==> config.mk <==
export PLATFORM = sky130hd
export DESIGN_NAME = align_unit
export DESIGN_NICKNAME = d
export VERILOG_FILES = /design/src/rtl/align_pkg.sv /design/src/rtl/align_decode.sv /design/src/rtl/align_format.sv /design/src/rtl/align_unit.sv
export SDC_FILE = /design/constraint.sdc
export NUM_CORES = 1
export LEC_CHECK = 0
export BUFFER_PORTS_ARGS = -buffer_cell sky130_fd_sc_hd__buf_2
export CAP_MARGIN = 10
export CORE_MARGIN = 3
export CORE_UTILIZATION = 40
export DETAILED_ROUTE_END_ITERATION = 10
export RECOVER_POWER = 25
export SYNTH_ARGS = -nofsm -noshare
export SYNTH_HDL_FRONTEND = slang
export SYNTH_SLANG_ARGS = --single-unit
==> constraint.sdc <==
create_clock -name clk -period 2.67 [get_ports clk]
set_clock_uncertainty 0.15 [all_clocks]
set_input_delay 0.267 -clock clk [delete_from_list [all_inputs] [get_ports clk]]
set_output_delay 0.267 -clock clk [all_outputs]
set_load 0.005 [all_outputs]
==> src/rtl/align_pkg.sv <==
package align_pkg;
   typedef enum logic [1:0] {
      ST_IDLE = 2'd0,
      ST_LO   = 2'd1,
      ST_HI   = 2'd2,
      ST_RESP = 2'd3
   } align_state_e;
endpackage

==> src/rtl/align_decode.sv <==
module align_decode #(
   parameter int DW = 32,
   parameter int AW = 32
) (
   input  logic [AW-1:0]     i_addr,
   input  logic              i_word,
   input  logic              i_multi,
   input  logic              i_seq,
   input  logic              i_chk,
   input  logic [DW-1:0]     i_wdata,
   output logic              o_fault,
   output logic              o_two,
   output logic [AW-1:0]     o_base,
   output logic [$clog2(DW/8)-1:0] o_rsh,
   output logic [2*(DW/8)-1:0]     o_be,
   output logic [2*DW-1:0]   o_wd
);
   localparam int NB  = DW / 8;
   localparam int OB  = $clog2(NB);
   localparam int HB  = NB / 2;
   localparam int HOB = $clog2(HB);

   logic [OB-1:0] off, start, half_start;
   logic [OB:0]   nby;
   logic          word_acc, half_mis, mis;
   logic [2*NB-1:0] lane_mask;

   assign off      = i_addr[OB-1:0];
   assign word_acc = i_word | i_multi;
   assign nby      = word_acc ? (OB+1)'(NB) : (OB+1)'(HB);

   // halfword boundary: low HOB offset bits must be clear
   generate
      if (HOB > 0) begin : g_half_chk
         assign half_mis   = |off[HOB-1:0];
         assign half_start = {off[OB-1:HOB], {HOB{1'b0}}};
      end else begin : g_half_byte
         assign half_mis   = 1'b0;
         assign half_start = off;
      end
   endgenerate

   assign mis     = word_acc ? (|off) : half_mis;
   assign o_fault = (i_chk & mis) | (i_seq & i_multi & (|off));
   assign o_base  = {i_addr[AW-1:OB], {OB{1'b0}}};

   always_comb begin
      if (i_seq) begin
         start = off;
         o_rsh = off;
         o_two = (({1'b0, off}) + nby) > (OB+1)'(NB);
      end else if (word_acc) begin
         start = '0;
         o_rsh = i_multi ? '0 : off;
         o_two = 1'b0;
      end else begin
         start = half_start;
         o_rsh = half_start;
         o_two = 1'b0;
      end
   end

   // per-lane enable over the two-word window
   generate
      for (genvar b = 0; b < 2*NB; b++) begin : g_lane
         assign lane_mask[b] = (b >= int'(start)) && (b < int'(start) + int'(nby));
      end
   endgenerate

   assign o_be = lane_mask;
   assign o_wd = {{DW{1'b0}}, i_wdata} << {start, 3'b000};
endmodule

==> src/rtl/align_format.sv <==
module align_format #(
   parameter int DW = 32
) (
   input  logic [DW-1:0]           i_lo,
   input  logic [DW-1:0]           i_hi,
   input  logic                    i_use_hi,
   input  logic [$clog2(DW/8)-1:0] i_rsh,
   input  logic                    i_half,
   input  logic                    i_sext,
   output logic [DW-1:0]           o_data
);
   localparam int HW = DW / 2;

   logic [2*DW-1:0] wide;
   logic [DW-1:0]   w;
   logic [HW-1:0]   h;

   // upper half equal to lower half gives a rotation within one word
   assign wide = {(i_use_hi ? i_hi : i_lo), i_lo} >> {i_rsh, 3'b000};
   assign w    = wide[DW-1:0];
   assign h    = w[HW-1:0];

   always_comb begin
      if (i_half) o_data = {{HW{i_sext & h[HW-1]}}, h};
      else        o_data = w;
   end
endmodule

==> src/rtl/align_unit.sv <==
module align_unit #(
   parameter int DW = 32,
   parameter int AW = 32
) (
   input  logic              clk,
   input  logic              rst_n,
   input  logic              mode_seq,
   input  logic              chk_en,
   input  logic              req_valid,
   output logic              req_ready,
   input  logic [AW-1:0]     req_addr,
   input  logic              req_write,
   input  logic              req_word,
   input  logic              req_signed,
   input  logic              req_multi,
   input  logic [DW-1:0]     req_wdata,
   output logic              mem_valid,
   input  logic              mem_ready,
   output logic [AW-1:0]     mem_addr,
   output logic              mem_write,
   output logic [DW/8-1:0]   mem_be,
   output logic [DW-1:0]     mem_wdata,
   input  logic [DW-1:0]     mem_rdata,
   output logic              rsp_done,
   output logic              rsp_fault,
   output logic [DW-1:0]     rsp_rdata
);
   import align_pkg::*;

   localparam int NB = DW / 8;
   localparam int OB = $clog2(NB);

   generate
      if (DW < 32 || (DW & (DW - 1)) != 0) begin : g_bad_dw
         $error("align_unit: DW must be a power of two of at least 32");
      end
      if (AW <= OB) begin : g_bad_aw
         $error("align_unit: AW must exceed the byte-offset width");
      end
   endgenerate

   align_state_e st;

   logic            d_fault, d_two;
   logic [AW-1:0]   d_base;
   logic [OB-1:0]   d_rsh;
   logic [2*NB-1:0] d_be;
   logic [2*DW-1:0] d_wd;

   logic            r_fault, r_two, r_write, r_half, r_sext;
   logic [AW-1:0]   r_base;
   logic [OB-1:0]   r_rsh;
   logic [2*NB-1:0] r_be;
   logic [2*DW-1:0] r_wd;
   logic [DW-1:0]   lo_q, hi_q, fmt;

   align_decode #(.DW(DW), .AW(AW)) u_dec (
      .i_addr  (req_addr),
      .i_word  (req_word),
      .i_multi (req_multi),
      .i_seq   (mode_seq),
      .i_chk   (chk_en),
      .i_wdata (req_wdata),
      .o_fault (d_fault),
      .o_two   (d_two),
      .o_base  (d_base),
      .o_rsh   (d_rsh),
      .o_be    (d_be),
      .o_wd    (d_wd)
   );

   align_format #(.DW(DW)) u_fmt (
      .i_lo     (lo_q),
      .i_hi     (hi_q),
      .i_use_hi (r_two),
      .i_rsh    (r_rsh),
      .i_half   (r_half),
      .i_sext   (r_sext),
      .o_data   (fmt)
   );

   always_ff @(posedge clk or negedge rst_n) begin
      if (!rst_n) begin
         st      <= ST_IDLE;
         r_fault <= 1'b0;
         r_two   <= 1'b0;
         r_write <= 1'b0;
         r_half  <= 1'b0;
         r_sext  <= 1'b0;
         r_base  <= '0;
         r_rsh   <= '0;
         r_be    <= '0;
         r_wd    <= '0;
         lo_q    <= '0;
         hi_q    <= '0;
      end else begin
         unique case (st)
            ST_IDLE: if (req_valid) begin
               r_fault <= d_fault;
               r_two   <= d_two;
               r_write <= req_write;
               r_half  <= ~(req_word | req_multi);
               r_sext  <= req_signed;
               r_base  <= d_base;
               r_rsh   <= d_rsh;
               r_be    <= d_be;
               r_wd    <= d_wd;
               st      <= d_fault ? ST_RESP : ST_LO;
            end
            ST_LO: if (mem_ready) begin
               lo_q <= mem_rdata;
               st   <= r_two ? ST_HI : ST_RESP;
            end
            ST_HI: if (mem_ready) begin
               hi_q <= mem_rdata;
               st   <= ST_RESP;
            end
            ST_RESP: st <= ST_IDLE;
            default: st <= ST_IDLE;
         endcase
      end
   end

   assign req_ready = (st == ST_IDLE);
   assign mem_valid = (st == ST_LO) || (st == ST_HI);
   assign mem_write = mem_valid & r_write;
   assign mem_addr  = (st == ST_HI) ? r_base + AW'(NB) : r_base;
   assign mem_be    = (st == ST_HI) ? r_be[2*NB-1:NB] : r_be[NB-1:0];
   assign mem_wdata = (st == ST_HI) ? r_wd[2*DW-1:DW] : r_wd[DW-1:0];
   assign rsp_done  = (st == ST_RESP);
   assign rsp_fault = rsp_done & r_fault;
   assign rsp_rdata = (rsp_done && !r_write && !r_fault) ? fmt : '0;


   done_pulse_chk: assert property (@(posedge clk) disable iff (!rst_n)
      rsp_done |=> !rsp_done);


   accept_busy_chk: assert property (@(posedge clk) disable iff (!rst_n)
      (req_valid && req_ready) |=> !req_ready);


   mem_hold_chk: assert property (@(posedge clk) disable iff (!rst_n)
      (mem_valid && !mem_ready) |=> (mem_valid && $stable(mem_addr) && $stable(mem_be)));


   fault_nobeat_chk: assert property (@(posedge clk) disable iff (!rst_n)
      (rsp_done && rsp_fault) |-> !$past(mem_valid));


   store_lane_chk: assert property (@(posedge clk) disable iff (!rst_n)
      (mem_valid && mem_write) |-> (mem_be != '0));


   beat_aligned_chk: assert property (@(posedge clk) disable iff (!rst_n)
      mem_valid |-> (mem_addr[OB-1:0] == '0));
endmodule

==> results.toml <==
[routing]
drt_iter0_markers = 335
vias_per_cell = 5.34
drt-total-wl_um = 25000
firstDrtPassIters = 5
vias = 7305
drc = 0
antenna_left = 0
wl_per_cell_um = 18.3

[worst_setup_path]
r2r_cells = 7
critPathRequiredTime_ns = 2.25
r2r-start = "st[1]"
worstSetupStartpointType = "flop"
cp-end-kind = "output port"
r2r-end = "r_wd[32]"
arrival_ns = 2.16
crit_type = "flop to output port"
r2r_slack_ns = 0.49
crit_path_max_fanout = 25

[outcome]
violations = "capacitance limit, slew limit"
status = "complete, but fails checks"

[floorplanning]
fp.dieW_um = 154
chipHeight_um = 154
rows = 53
ios = 211
die_area_um2 = 23900
start_util = 0.413
coreArea_um2 = 21400

[place]
io_buffers = 208
dpl.hpwl_um = 17500
placed_area_um2 = 10200
place_congestion = 0.848

[sta]
hold_violations = 0
setup_viol = 0
relSlewSlack = -0.0296
rsz0062_at_grt = "yes"
clock.fmax_ghz = 0.387
min_period_over_period = 0.967
timing.hold.ws_ns = 0.0243
fin_crit_ns = 2.58
finalMaxSlewViolations = 62
max_slew.worst_pin.slew_ns = 1.54

[layout]
layout_commonest_cell = "buf_2"
regArea_um2 = 3980
mostFrequentLayoutCells = "buf_2, dfrtp_1, mux2_2"
fill_cells = 1939
drive_above_1_share = 0.390
multi_input_area_um2 = 4570
area_growth_pct = 32.2
finalInstanceArea_um2 = 11700
nets = 1195

[min_path]
worstHoldPathType = "input pin to flop"
worstHoldPathCells = 3
min_to = "r_rsh[0]"
min-delay-start = "req_addr[0]"

[global_routing]
grt_pass1_vias = 7248
gr-total-overflow = 0
grt_pass1_wl_um = 39700
grtUsageTotal = 0.206
grt_max_degree = 62
antenna_found_initial = 3

[synthesis]
yosysWarnings = 0
yosysUniqueCellTypes = 45
synth-async-reset-ratio = 1.00
ys_seq_area_frac = 0.451
syn_area_um2 = 8820
synth_area_per_cell_um2 = 11.1
ys.flop_type = "dfrtp_1"
synth_edf_count = 0
synth_cells = 792
synth_seq_cells = 159

[cts]
cts-root-buf = "clkbuf_16"
cts_buffers = 17
clk_latency_ns = 0.43
clockBufferDepth = 2
cts.clk_slew.worst_paths_ns = 0.07
htreeDepth = 4
cts_tree = "done"
cts.sinks = 159

[pwr]
peakVddDrop_mv = 0.545
power_density_nw_per_um2 = 1100
leakage_nw = 5.51

[job]
drv_cap = 1
## cell usage after synthesis, types with 12 or more instances
master	number	area [um^2]
clkbuf_1	21	78.8
mux2i_1	51	510
xnor2_1	22	193
nor3_1	13	65.1
buf_2	21	105
a221o_1	15	150
nand2_1	52	195
a22o_1	17	149
a211oi_1	49	368
nand4_1	12	75.1
mux2_2	120	1350
dfrtp_1	159	3980
o21ai_0	24	120
nor2b_1	17	106
and3_1	12	75.1
nor2_1	55	206
a21o_1	15	113
inv_1	12	45.0
## cell families after synthesis
kind of cell,Yosys count,share of synthesized area
buffers and inverters,69,0.0379
muxes,179,0.231
and+or+nand+nor,185,0.104
other,1,0.000425
DFF,159,0.451
xor gates and xnor gates,29,0.0288
adders and majority gates,10,0.0142
AOI/OAI and AO/OA,160,0.133
## registers in the layout (all words and copies together) (netlist names)
signal   cells
st           2
r_fault      1
lo_q        32
r_sext       1
r_wd        56
r_rsh        2
hi_q        24
r_be         8
r_half       1
r_write      1
r_base      30
r_two        1
## cell type report
type | count | share of cell area
diodes | 1 | 0.000215
clock buffers | 20 | 0.0400
clock inverters | 12 | 0.00891
inverters | 12 | 0.00386
multi-input cells | 565 | 0.392
flip-flops and latches | 159 | 0.341
well taps | 275 | 0.0295
repair buffers | 324 | 0.184
## worst max path at each step
stage | startpoint | endpoint | slack [ns]
global placement | st[0] | mem_addr[29] | 0.32
detailed placement | st[0] | mem_addr[30] | 0.26
global route | st[0] | mem_addr[11] | -0.01
finish | r_two | rsp_rdata[16] | 0.09
floorplan | st[0] | mem_addr[29] | 0.52
CTS | st[0] | mem_addr[30] | 0.04
## metal layers
layer,GRT usage,vias up,part of all wire
met4,0.0421,4,0.010
met1,0.284,3602,0.46
met2,0.329,182,0.47
met5,0,-,0.0011
li1,-,3498,-
met3,0.0579,19,0.062
## stage by stage
step	util	power, mW	cells	TNS [ns]	setup WS, ns
6_report	0.546	12.8	1368	0	0.0890
5_1_grt	0.546	13.7	1368	-0.0298	-0.0104
4_1_cts	0.544	12.8	1364	0	0.0354
3_5_place_dp	0.477	10.3	1246	0	0.265
3_3_place_gp	0.477	10.2	1246	0	0.323
2_1_floorplan	-	8.36	793	0	0.522
## report_power, final
part           switching (mW)  total (mW)  internal [mW]
Clock                    1.06        2.34           1.28
Sequential               1.01        4.57           3.56
Combinational            2.82        5.91           3.09
## timing repair
action | in CTS | in global routing
pin swaps | 2 | 4
setup buffers | 5 | 3
gates resized for setup | 2 | 13
setup endpoints to repair | 22 | 25
hold endpoints to repair | 176 | 0
hold buffers | 81 | 0
## worst max-delay path: stages, from the launching register on
cell	delay, ns
dfrtp_1	0.42
buf_12	0.20
mux2i_2	0.19
a211oi_1	0.28
a211oi_1	0.09
a211oi_1	0.34
buf_2	0.19
No activity file was read; power rests on OpenSTA's default activity.
